**src/rtl/buzz_pkg.sv**
```systemverilog
package buzz_pkg;

    typedef enum logic [1:0] {
        MODE_CONT = 2'd0,
        MODE_ONCE = 2'd1,
        MODE_CHOP = 2'd2,
        MODE_SLOW = 2'd3
    } cad_mode_e;

    localparam int HALF_W          = 6;
    localparam int SLOTS_PER_CYCLE = 10;
    localparam int SLOTS_ON        = 5;

    typedef struct packed {
        logic [1:0] tone;
        cad_mode_e  mode;
    } buzz_cfg_t;

    // Tick count of one tone half; high half is the longer one when odd.
    function automatic logic [HALF_W-1:0] half_ticks(input logic [1:0] sel,
                                                     input logic       hi);
        logic [HALF_W-1:0] r;
        case (sel)
            2'd0:    r = HALF_W'(50);
            2'd1:    r = hi ? HALF_W'(38) : HALF_W'(37);
            2'd2:    r = HALF_W'(25);
            default: r = hi ? HALF_W'(13) : HALF_W'(12);
        endcase
        return r;
    endfunction

endpackage

```
**src/rtl/buzz_tone_div.sv**
```systemverilog
module buzz_tone_div
    import buzz_pkg::*;
(
    input  logic       clk,
    input  logic       rst,
    input  logic       restart,
    input  logic       adv,
    input  logic [1:0] sel,
    output logic       lvl_o
);

    logic [HALF_W-1:0] cnt_q;
    logic [HALF_W-1:0] limit;
    logic              lvl_q;

    always_comb limit = half_ticks(sel, lvl_q) - HALF_W'(1);

    always_ff @(posedge clk) begin
        if (rst || restart) begin
            cnt_q <= '0;
            lvl_q <= 1'b1;
        end else if (adv) begin
            if (cnt_q == limit) begin
                cnt_q <= '0;
                lvl_q <= ~lvl_q;
            end else begin
                cnt_q <= cnt_q + HALF_W'(1);
            end
        end
    end

    assign lvl_o = lvl_q;

endmodule

```
**src/rtl/buzz_cadence.sv**
```systemverilog
module buzz_cadence
    import buzz_pkg::*;
#(
    parameter int CHOP_TICKS = 3750
) (
    input  logic      clk,
    input  logic      rst,
    input  logic      restart,
    input  logic      adv,
    input  cad_mode_e mode,
    output logic      gate_o,
    output logic      done_o
);

    localparam int CYC = 2 * CHOP_TICKS;
    localparam int CW  = (CYC > 1) ? $clog2(CYC) : 1;
    localparam int SW  = $clog2(SLOTS_PER_CYCLE);

    logic [CW-1:0] chop_q;
    logic [SW-1:0] slot_q;
    logic          chop_wrap;
    logic          chop_on;
    logic          slot_on;

    assign chop_wrap = adv && (chop_q == CW'(CYC - 1));
    assign chop_on   = chop_q < CW'(CHOP_TICKS);
    assign slot_on   = slot_q < SW'(SLOTS_ON);

    always_ff @(posedge clk) begin
        if (rst || restart) begin
            chop_q <= '0;
            slot_q <= '0;
        end else if (adv) begin
            if (chop_wrap) begin
                chop_q <= '0;
                slot_q <= (slot_q == SW'(SLOTS_PER_CYCLE - 1)) ? '0 : slot_q + SW'(1);
            end else begin
                chop_q <= chop_q + CW'(1);
            end
        end
    end

    always_comb begin
        case (mode)
            MODE_CHOP: gate_o = chop_on;
            MODE_SLOW: gate_o = chop_on && slot_on;
            default:   gate_o = 1'b1;
        endcase
    end

    assign done_o = chop_wrap && (mode == MODE_ONCE);

endmodule

```
**src/rtl/buzz_tone_gen.sv**
```systemverilog
module buzz_tone_gen
    import buzz_pkg::*;
#(
    parameter int CHOP_TICKS = 3750
) (
    input  logic       clk,
    input  logic       rst,
    input  logic       tick_i,
    input  logic       cmd_valid_i,
    input  logic       cmd_run_i,
    input  logic [1:0] cmd_tone_i,
    input  logic [1:0] cmd_mode_i,
    output logic       buzz_o,
    output logic       busy_o
);

    buzz_cfg_t cfg_q;
    logic      run_q;
    logic      adv;
    logic      lvl;
    logic      gate;
    logic      done;

    assign adv = run_q && tick_i && !cmd_valid_i;

    always_ff @(posedge clk) begin
        if (rst) begin
            cfg_q <= '{tone: 2'd0, mode: MODE_CONT};
            run_q <= 1'b0;
        end else if (cmd_valid_i) begin
            run_q <= cmd_run_i;
            if (cmd_run_i) begin
                cfg_q.tone <= cmd_tone_i;
                cfg_q.mode <= cad_mode_e'(cmd_mode_i);
            end
        end else if (done) begin
            run_q <= 1'b0;
        end
    end

    buzz_tone_div u_div (
        .clk     (clk),
        .rst     (rst),
        .restart (cmd_valid_i),
        .adv     (adv),
        .sel     (cfg_q.tone),
        .lvl_o   (lvl)
    );

    buzz_cadence #(.CHOP_TICKS(CHOP_TICKS)) u_cad (
        .clk     (clk),
        .rst     (rst),
        .restart (cmd_valid_i),
        .adv     (adv),
        .mode    (cfg_q.mode),
        .gate_o  (gate),
        .done_o  (done)
    );

    assign buzz_o = run_q && gate && lvl;
    assign busy_o = run_q;

endmodule

```
**config.mk**
```make
export PLATFORM = sky130hd
export DESIGN_NAME = buzz_tone_gen
export DESIGN_NICKNAME = d
export VERILOG_FILES = /design/src/rtl/buzz_pkg.sv /design/src/rtl/buzz_tone_div.sv /design/src/rtl/buzz_cadence.sv /design/src/rtl/buzz_tone_gen.sv
export SDC_FILE = /design/constraint.sdc
export NUM_CORES = 1
export LEC_CHECK = 0
export ABC_CLOCK_PERIOD_IN_PS = 4800
export CAP_MARGIN = 20
export CELL_PAD_IN_SITES_DETAIL_PLACEMENT = 1
export CELL_PAD_IN_SITES_GLOBAL_PLACEMENT = 1
export CORE_MARGIN = 2
export CORE_UTILIZATION = 50
export CTS_BUF_LIST = sky130_fd_sc_hd__clkbuf_16
export CTS_CLUSTER_DIAMETER = 50
export DETAILED_ROUTE_END_ITERATION = 6
export DONT_BUFFER_PORTS = 1
export PLACE_DENSITY_LB_ADDON = 0.05
export SLEW_MARGIN = 40
export SYNTH_ARGS = -nofsm -noshare
export SYNTH_HDL_FRONTEND = slang
export SYNTH_SLANG_ARGS = --single-unit
```
**constraint.sdc**
```tcl
create_clock -name clk -period 4.8 [get_ports clk]
set_clock_uncertainty 0.1 [all_clocks]
set_input_delay 0.24 -clock clk [delete_from_list [all_inputs] [get_ports clk]]
set_output_delay 0.24 -clock clk [all_outputs]
set_load 0.02 [all_outputs]
```
Yosys cells after proc, flatten, opt, wreduce, memory -nomap -nowiden
Index checks and enable logic that the tools add are counted.
{"block": "totals", "reg_bits": 29, "input_bits": 9}
{"block": "op_classes", "addsub": 4, "magnitude_cmp": 2, "n_eq_ne": 8, "mux": 9, "n_bitwise": 1, "n_reduce_logical": 14}
{"cell": "6-bit case mux with 3 select lines", "n": 1}
{"cell": "13-bit by 1-bit adder with 13-bit output (second input constant)", "n": 1}
{"cell": "13-bit equality test (second input constant)", "n": 1}
{"cell": "13-bit by 12-bit less-than comparator with 1-bit output (second input constant)", "n": 1}
{"cell": "13-bit 2-to-1 mux", "n": 1}
{"cell": "1-bit logical AND", "n": 7}
{"cell": "6-bit by 1-bit adder with 6-bit output (second input constant)", "n": 1}
{"cell": "2-bit equality test (second input constant)", "n": 3}
{"cell": "6-bit equality test", "n": 1}
{"cell": "6-bit 2-to-1 mux", "n": 1}
{"cell": "2-bit AND reduction", "n": 3}
{"cell": "6-bit by 1-bit subtractor with 6-bit output (second input constant)", "n": 1}
{"cell": "4-bit by 1-bit adder with 4-bit output (second input constant)", "n": 1}
{"cell": "2-bit by 1-bit equality test with 1-bit output (second input constant)", "n": 2}
{"cell": "4-bit equality test (second input constant)", "n": 1}
{"cell": "4-bit by 3-bit less-than comparator with 1-bit output (second input constant)", "n": 1}
{"cell": "4-bit 2-to-1 mux", "n": 1}
{"cell": "1-bit 2-to-1 mux", "n": 3}
{"cell": "2-bit logical NOT", "n": 1}
{"cell": "2-bit 2-to-1 mux", "n": 1}
{"cell": "1-bit case mux with 2 select lines", "n": 1}
{"cell": "2-bit nonzero test", "n": 1}
{"cell": "1-bit logical NOT", "n": 1}
{"cell": "1-bit logical OR", "n": 1}
{"cell": "1-bit NOT", "n": 1}

Longest topological paths before layout
Gate-level depths: netlist of run 1.
{"block": "depth", "word_depth": 6, "depth_mapped": 7}

Modules after synthesis
A second synthesis of run 1 with hierarchy kept.
{"block": "unflattened", "cells_unflattened": 177, "area_unflattened_um2": 1569.0}
{"module": "buzz_cadence", "instances": 1, "cells_each": 106, "area_each_um2": 897.1, "seq_area_each_um2": 340.3}
{"module": "buzz_tone_div", "instances": 1, "cells_each": 47, "area_each_um2": 449.2, "seq_area_each_um2": 140.1}
{"module": "buzz_tone_gen", "instances": 1, "cells_each": 24, "area_each_um2": 222.7, "seq_area_each_um2": 100.1}

Worst setup path after synthesis of run 1
Ideal clock, no wire load.
{"block": "synth_path", "path_kind": "flip-flop to flip-flop", "start": "register cfg_q[2] (netlist bit)", "end": "register u_div.lvl_q, in the netlist u_div.lvl_o", "arrival_ps": 1790, "required_time_ps": 4638, "slack_ps": 2849, "path_stages_with_launch": 8, "synth_period_minus_slack_ps": 1951, "cell_sequence": "dfxtp_1 nor2b_1 or2_1 ha_1 xor2_1 o211ai_1 or4_1 nand3_1"}
{"block": "synth_via", "elab_chain_cells": 5}
{"item": "start: declaration", "line": "buzz_tone_gen.sv:17", "source": "buzz_cfg_t cfg_q;"}
{"item": "start signal: assignment", "line": "buzz_tone_gen.sv:28", "source": "cfg_q <= '{tone: 2'd0, mode: MODE_CONT};"}
{"item": "2-bit equality test, or another cell as far along", "line": "buzz_pkg.sv:23", "source": "case (sel)"}
{"item": "6-bit case mux with 3 select lines (*)", "line": "buzz_pkg.sv:23"}
{"item": "6-bit by 1-bit subtractor with 6-bit output (*)", "line": "buzz_tone_div.sv:16", "source": "always_comb limit = half_ticks(sel, lvl_q) - HALF_W'(1);"}
{"item": "6-bit equality test (*)", "line": "buzz_tone_div.sv:23", "source": "if (cnt_q == limit) begin"}
{"item": "2-bit AND reduction (no line) (*)"}
{"item": "end signal: assignment", "line": "buzz_tone_div.sv:25", "source": "lvl_q <= ~lvl_q;"}
{"item": "end: declaration", "line": "buzz_tone_div.sv:14", "source": "logic lvl_q;"}
Mark *: on every way between the ends. The rest lies on a longest branch, timed or not.
A chain may end at the register's enable or synchronous reset.

Final worst setup path of run 1
{"block": "layout_path", "start": "register cfg_q[2] (netlist bit)", "end": "register u_div.cnt_q[2]"}
{"block": "layout_via", "elab_chain_cells": 5}
{"item": "2-bit equality test, or another cell as far along", "line": "buzz_pkg.sv:23"}
{"item": "6-bit case mux with 3 select lines (*)", "line": "buzz_pkg.sv:23"}
{"item": "6-bit by 1-bit subtractor with 6-bit output (*)", "line": "buzz_tone_div.sv:16"}
{"item": "6-bit equality test (*)", "line": "buzz_tone_div.sv:23"}
{"item": "6-bit 2-to-1 mux (*)", "line": "buzz_tone_div.sv:23"}
{"item": "end signal: assignment", "line": "buzz_tone_div.sv:27", "source": "cnt_q <= cnt_q + HALF_W'(1);"}
{"item": "end: declaration", "line": "buzz_tone_div.sv:12", "source": "logic [HALF_W-1:0] cnt_q;"}
Marks and branches as above.

==> results.yml, run 1 <==
synth:
  synthMuxAreaShare_pct: 1.34
  syn_nets: 183
  yosys_register_bits: 29
  yosys.area_share.xor_xnor_pct: 10.9
  synthCells: 171
  synthAdderAreaFrac_pct: 2.51
  synth-seq-area-share_pct: 38.9
  synth-simple-area-share_pct: 30.3
  ys.flop_type: "dfxtp_1"
  synth_top_family_by_area: "simple AND/OR/NAND/NOR gates"
  synth_compound_area_share_pct: 12.9
  synth.cell_area_um2: 1490
  syn-mean-instance-area_um2: 8.73
  ys_warn_count: 0
  synth_cell_type_count: 44
  synth-edff-count: 0
  async_flop_share_pct: 0
sta:
  setup_violations: 0
  period_minus_slack_ps: 2300
  slew_viol_final: 0
  relSlewSlack_pct: 66.4
  rsz0062_at_grt: "false"
  setup_tns_ps: 0
  finalCritPeriodShare_pct: 47.9
  fmax_ghz: 0.435
  hold_violations: 0
  worst_slew_pin_slew_ps: 501
detailed_routing:
  wl_per_cell_um: 17.0
  viasPerCell: 6.22
  drc_errors: 0
  vias: 1269
  first_pass_iters: 4
  ant_nets: 0
  drt-initial-drc-count: 29
  routed_wl_mm: 3.47
floorplanning:
  rows: 19
  die_y_um: 58.6
  io_pins: 11
  fp.dieW_um: 58.6
  start_util_pct: 53.2
  die-area_um2: 3440
  coreArea_um2: 2810
cells_and_area:
  layout.nets: 184
  final_common_cell: "dfxtp_1"
  antennaDiodeCount: 0
  syn2layout_area_growth_pct: 10.1
  final_layout_size_suffix_gt1_share_pct: 6.36
  finalInstanceArea_um2: 1640
  mostFrequentLayoutCells: "dfxtp_1, a21oi_1, nor2_1, nand2_1, xor2_1"
grt:
  grt_pass1_wl_mm: 5.88
  track_usage_pct: 23.4
  grt_pass1_vias: 1276
  grt_antenna_before_repair: 0
  grt_max_degree: 14
  grt_overflow: 0
power_and_ir_drop:
  internal_power_mw: 0.437
  power.density_nw_per_um2: 334
  switching_share_pct: 20.5
  p_sw_mw: 0.113
  vdd_ir_drop_max_mv: 0.201
  p_comb_share_pct: 3.1
  clkPwrFrac_pct: 52.1
  pwr-share-seq_pct: 44.9
  power_leakage_nw: 0.594
clocking:
  cts_buffer_depth: 2
  clock_latency_ps: 270
  cts_setup_buffers: 0
  cts_max_level: 2
  cts.sinks: 29
  tritoncts: "built"
  clockRootBuffer: "clkbuf_16"
  clk_pin_slew_ps: 50
  numCtsBuffers: 5
  hold_buffers: 1
  post_cts_resized: 0
setup_path:
  cp_max_fo: 6
  cp-end-kind: "flop"
  cp_data_arrival_time_ps: 2330
  cp.required_ps: 4830
  start_kind: "flop"
  criticalPathCategory: "flop to flop"
hold_path:
  min_path_type: "primary input to flop"
placed_design:
  placed_cell_area_um2: 1500
  gp_congestion: 0.780
  hpwl_mm: 2.51
  portBuffers: 0
status:
  status: "completed"
flow_run:
  maxCapViolations: 0
==> power by group through the flow <==
stage	Clock [mW]	Sequential [mW]	Combinational, mW
global placement	0	0.251	0.0148
global route	0.303	0.247	0.0188
detailed placement	0	0.251	0.0156
floorplan	0	0.250	0.0145
CTS	0.295	0.246	0.0170
finish	0.286	0.247	0.0168
==> cell usage after synthesis (2+ instances only) <==
library cell	number	area (um2)
or3_1	3	18.8
nand2_1	16	60.1
mux2i_1	2	20.0
o21ai_0	3	15.0
dfxtp_1	29	581
xor2_1	12	105
o21ai_1	2	10.0
and3_1	2	12.5
o31ai_1	2	15.0
nor2_1	16	60.1
xnor2_1	4	35.0
nand3b_1	2	15.0
nor2b_1	4	25.0
and4b_1	3	30.0
and3b_1	3	26.3
inv_1	2	7.51
a21oi_1	16	80.1
buf_2	4	20.0
or4_1	2	15.0
nor3b_1	2	15.0
nand4_1	8	50.1
ha_1	3	37.5
nand3_1	10	50.1
==> stage by stage <==
| step | instances | hold WS (ps) | util [%] | setup WS, ps | total power [mW] |
|---|---|---|---|---|---|
| final | 204 | 19.1 | 58.6 | 2500 | 0.549 |
| after global routing | 204 | 33.8 | 58.6 | 2290 | 0.569 |
| after CTS | 204 | 10.9 | 58.6 | 2460 | 0.558 |
| after detailed placement | 195 | 212 | 53.3 | 2550 | 0.267 |
| after global placement | 195 | 211 | 53.3 | 2740 | 0.266 |
| after floorplan | 171 | 209 | - | 2850 | 0.265 |
==> layout make-up <==
class | instances | area (um2)
clock buffers | 5 | 125
fillers | 336 | 1160
clock inverters | 3 | 12.5
inverters | 3 | 11.3
multi-input cells | 132 | 866
repair buffers | 1 | 10.0
well taps | 31 | 38.8
flip-flops and latches | 29 | 581
==> final timing paths <==
path,start,slack [ps],to,depth (start not counted)
max reg2reg,cfg_q[2],2500,u_div.cnt_q[2],7
max,cfg_q[2],2500,u_div.cnt_q[2],7
min,cmd_tone_i[1],20,cfg_q[3],2
min reg2reg,cfg_q[0],360,cfg_q[0],2
==> critical path: stages (launching register included) <==
cell	delay [ps]
dfxtp_1	350
nor2b_1	260
xnor2_1	160
ha_1	260
xor2_1	170
o211ai_1	190
o31ai_2	540
nor2_1	120
==> routing by layer <==
layer	global-route usage (%)	part of all wire [%]	up-vias
met4	11.7	2.8	0
li1	-	-	611
met1	29.9	46	624
met5	0	0	-
met2	36.9	48	24
met3	5.93	3.2	10
==> flip-flops by register name, indices dropped and copies added, names as in the netlist <==
name,cells
busy_o,1
cfg_q,4
u_cad.chop_q,13
u_cad.slot_q,4
u_div.cnt_q,6
u_div.lvl_o,1
==> cells by family after synthesis <==
logic type / Yosys count
DFF: 29
AOI/OAI and AO/OA: 31
xor gates and xnor gates: 17
adders and majority gates: 3
and+or+nand+nor: 79
buffers and inverters: 10
muxes: 2
Power figures use the tool's default switching activity.
==> run 2: changes to the inputs <==
ABC_AREA = 1   (was default)
ABC_CLOCK_PERIOD_IN_PS = 2400   (was 4800)
CORE_UTILIZATION = 44   (was 50)
clock period = 2.4 ns   (was 4.8 ns; I/O delays follow)
==> run 2 against run 1 <==
  * Clock power up 100%
  * Count of clock-buffer cells in the layout unchanged
  * Total power up 110%
  * Via count up 26%
  * Largest cell class unchanged
==> results.yml, run 2 <==
setup_path:
  cp_max_fo: 5
  criticalPathCategory: "flop to flop"
  cp.required_ps: 2460
  start_kind: "flop"
  cp_data_arrival_time_ps: 2010
  cpMostUsedCell: "nand2_1"
  crit_chain: "nand2_1 -> nand2_1 -> nand2_1 -> ha_1 -> xnor2_1 -> nor2_1 -> nand3_1 -> o21ai_2 -> nor2_1"
  critPathBufInv: 0
  cp_slowest_cell: "dfxtp_1"
  critPathTopFamily: "simple AND/OR/NAND/NOR gates"
  cp-end-kind: "flop"
  critPathMaxStageDelay_ps: 400
floorplanning:
  fp.dieW_um: 65.4
  die_y_um: 65.4
  start_util_pct: 45.7
  rows: 22
  io_pins: 11
  die-area_um2: 4280
  coreArea_um2: 3630
synth:
  synth.cell_area_um2: 1660
  syn_nets: 263
  synth_area_leaders: "dfxtp_1, nand2_1, nor2_1, inv_1, nand3_1"
  synth-seq-area-share_pct: 35.0
  ys.flop_type: "dfxtp_1"
  syn-mean-instance-area_um2: 6.61
  synth_commonest_cells: "nand2_1, nor2_1, inv_1, dfxtp_1, nand3_1"
  ys_warn_count: 0
  yosysMostFrequentCell: "nand2_1"
  synthCells: 251
  yosysTopAreaCell: "dfxtp_1"
  async_flop_share_pct: 0
  synth_cell_type_count: 26
  synth_top_area_share_pct: 35.0
  yosys_register_bits: 29
  synth-edff-count: 0
grt:
  track_usage_pct: 22.8
  use_met1_pct: 27.6
  busiest_layer: "met2"
  grt_antenna_before_repair: 0
  grt_pass1_wl_mm: 7.34
  grt_use_met2_pct: 39.2
  grt_max_degree: 10
  grt_pass1_vias: 1645
  grt_overflow: 0
  grtUsageMet3_pct: 5.48
detailed_routing:
  ant_nets: 0
  wl_per_cell_um: 13.4
  first_pass_iters: 4
  drt-initial-drc-count: 48
  drc_errors: 0
  vias: 1593
  viasPerCell: 5.07
  routed_wl_mm: 4.20
clocking:
  cts_buffer_depth: 2
  clockRootBuffer: "clkbuf_16"
  cts_max_level: 2
  numCtsBuffers: 5
  cts.sinks: 29
  clock_latency_ps: 270
  tritoncts: "built"
  cts_setup_buffers: 0
  hold_buffers: 6
  post_cts_resized: 0
  clk_pin_slew_ps: 50
sta:
  setup_tns_ps: 0
  worst_slew_pin_slew_ps: 477
  setup_violations: 0
  period_minus_slack_ps: 1950
  fmax_ghz: 0.512
  finalCritPeriodShare_pct: 81.3
  hold_violations: 0
  slew_viol_final: 0
  rsz0062_at_grt: "false"
  relSlewSlack_pct: 68.1
placed_design:
  hpwl_mm: 3.13
  gp_congestion: 0.793
  portBuffers: 0
  placed_cell_area_um2: 1720
cells_and_area:
  final_layout_size_suffix_gt1_share_pct: 7.52
  largest-register: "u_cad.chop_q"
  final_core_util_pct: 52.9
  finalInstanceArea_um2: 1920
  antennaDiodeCount: 0
  largest_reg_flops: 13
  reg.largest.list: "u_cad.chop_q (13), u_div.cnt_q (6)"
  syn2layout_area_growth_pct: 15.7
  mostFrequentLayoutCells: "nand2_1, nor2_1, inv_1"
  layout.nets: 277
  fill_cells: 511
  final_common_cell: "nand2_1"
power_and_ir_drop:
  power.density_nw_per_um2: 586
  vdd_ir_drop_max_mv: 0.477
  power_leakage_nw: 0.787
flow_run:
  maxCapViolations: 0
status:
  status: "completed"
hold_path:
  min_path_type: "primary input to flop"
run 2: changes by cell type in the layout (fill, tap and decap cells not counted), sizes merged, moves of 4 or more:
| cell | previous run | this run |
|---|---|---|
| o21ai | 5 | 10 |
| inv | 3 | 39 |
| nand3 | 10 | 23 |
| nand2 | 16 | 59 |
| xor2 | 12 | 5 |
| nor3 | 0 | 6 |
| nor2b | 4 | 0 |
| dlygate4sd3 | 1 | 6 |
| nor2 | 16 | 44 |
run 2: layer usage:
layer  wire (um)  up-vias  part of all wire (%)
met5           0        -                     0
met4          61        0                   1.5
met3         144        5                   3.4
met1        1910      744                    45
met2        2090       17                    50
li1            -      827                     -
run 2: area by class of cell:
cell class / instances / area, um2 / area share, %
Tap cell: 48 / 60.1 / 3.13
Sequential cell: 29 / 581 / 30.2
Timing Repair Buffer: 8 / 75.1 / 3.91
Multi-Input combinational cell: 182 / 922 / 48.0
Inverter: 39 / 146 / 7.62
Clock buffer: 5 / 125 / 6.51
Clock inverter: 3 / 12.5 / 0.651
run 2: final timing paths:
path / from / endpoint / slack, ps / depth (start not counted)
max: cfg_q[2] / u_div.cnt_q[1] / 450 / 9
min: cmd_valid_i / busy_o / 20 / 5
min reg2reg: u_cad.slot_q[3] / u_cad.slot_q[3] / 380 / 2
max reg2reg: cfg_q[2] / u_div.cnt_q[1] / 450 / 9
run 2: kinds of logic (layout without fill, tap and decap cells):
family          count (synthesis)  count (layout)  share of synthesized area (%)
simple gates                  142             142                           39.5
compound gates                 28              28                           8.97
buf+inv                        40              55                           9.50
xor+xnor                        8               8                           4.22
flops                          29              29                           35.0
fa+ha+maj                       3               3                           2.26
mux                             1               1                          0.603
run 2: power by group:
group,leakage (nW),internal (mW),total (mW),switching [mW]
logic,0.484,0.0204,0.0552,0.0348
registers,0.234,0.488,0.492,0.00436
clock network,0.0687,0.373,0.580,0.207
run 2: per-stage QoR:
stage               total power, mW  worst slack (ps)  hold WS [ps]  std cells
floorplan                     0.535               726          89.1        251
global placement              0.546               594          90.4        300
detailed placement            0.547               478          92.7        300
CTS                            1.14               444          19.4        314
global route                   1.17               213          52.3        314
finish                         1.13               448          16.7        314
run 2: worst min-delay path, delay by kind of cell:
family / cells / cell delay (ps)
and+or+nand+nor: 2 / 90
buffers and inverters: 2 / 50
AOI/OAI and AO/OA: 1 / 60
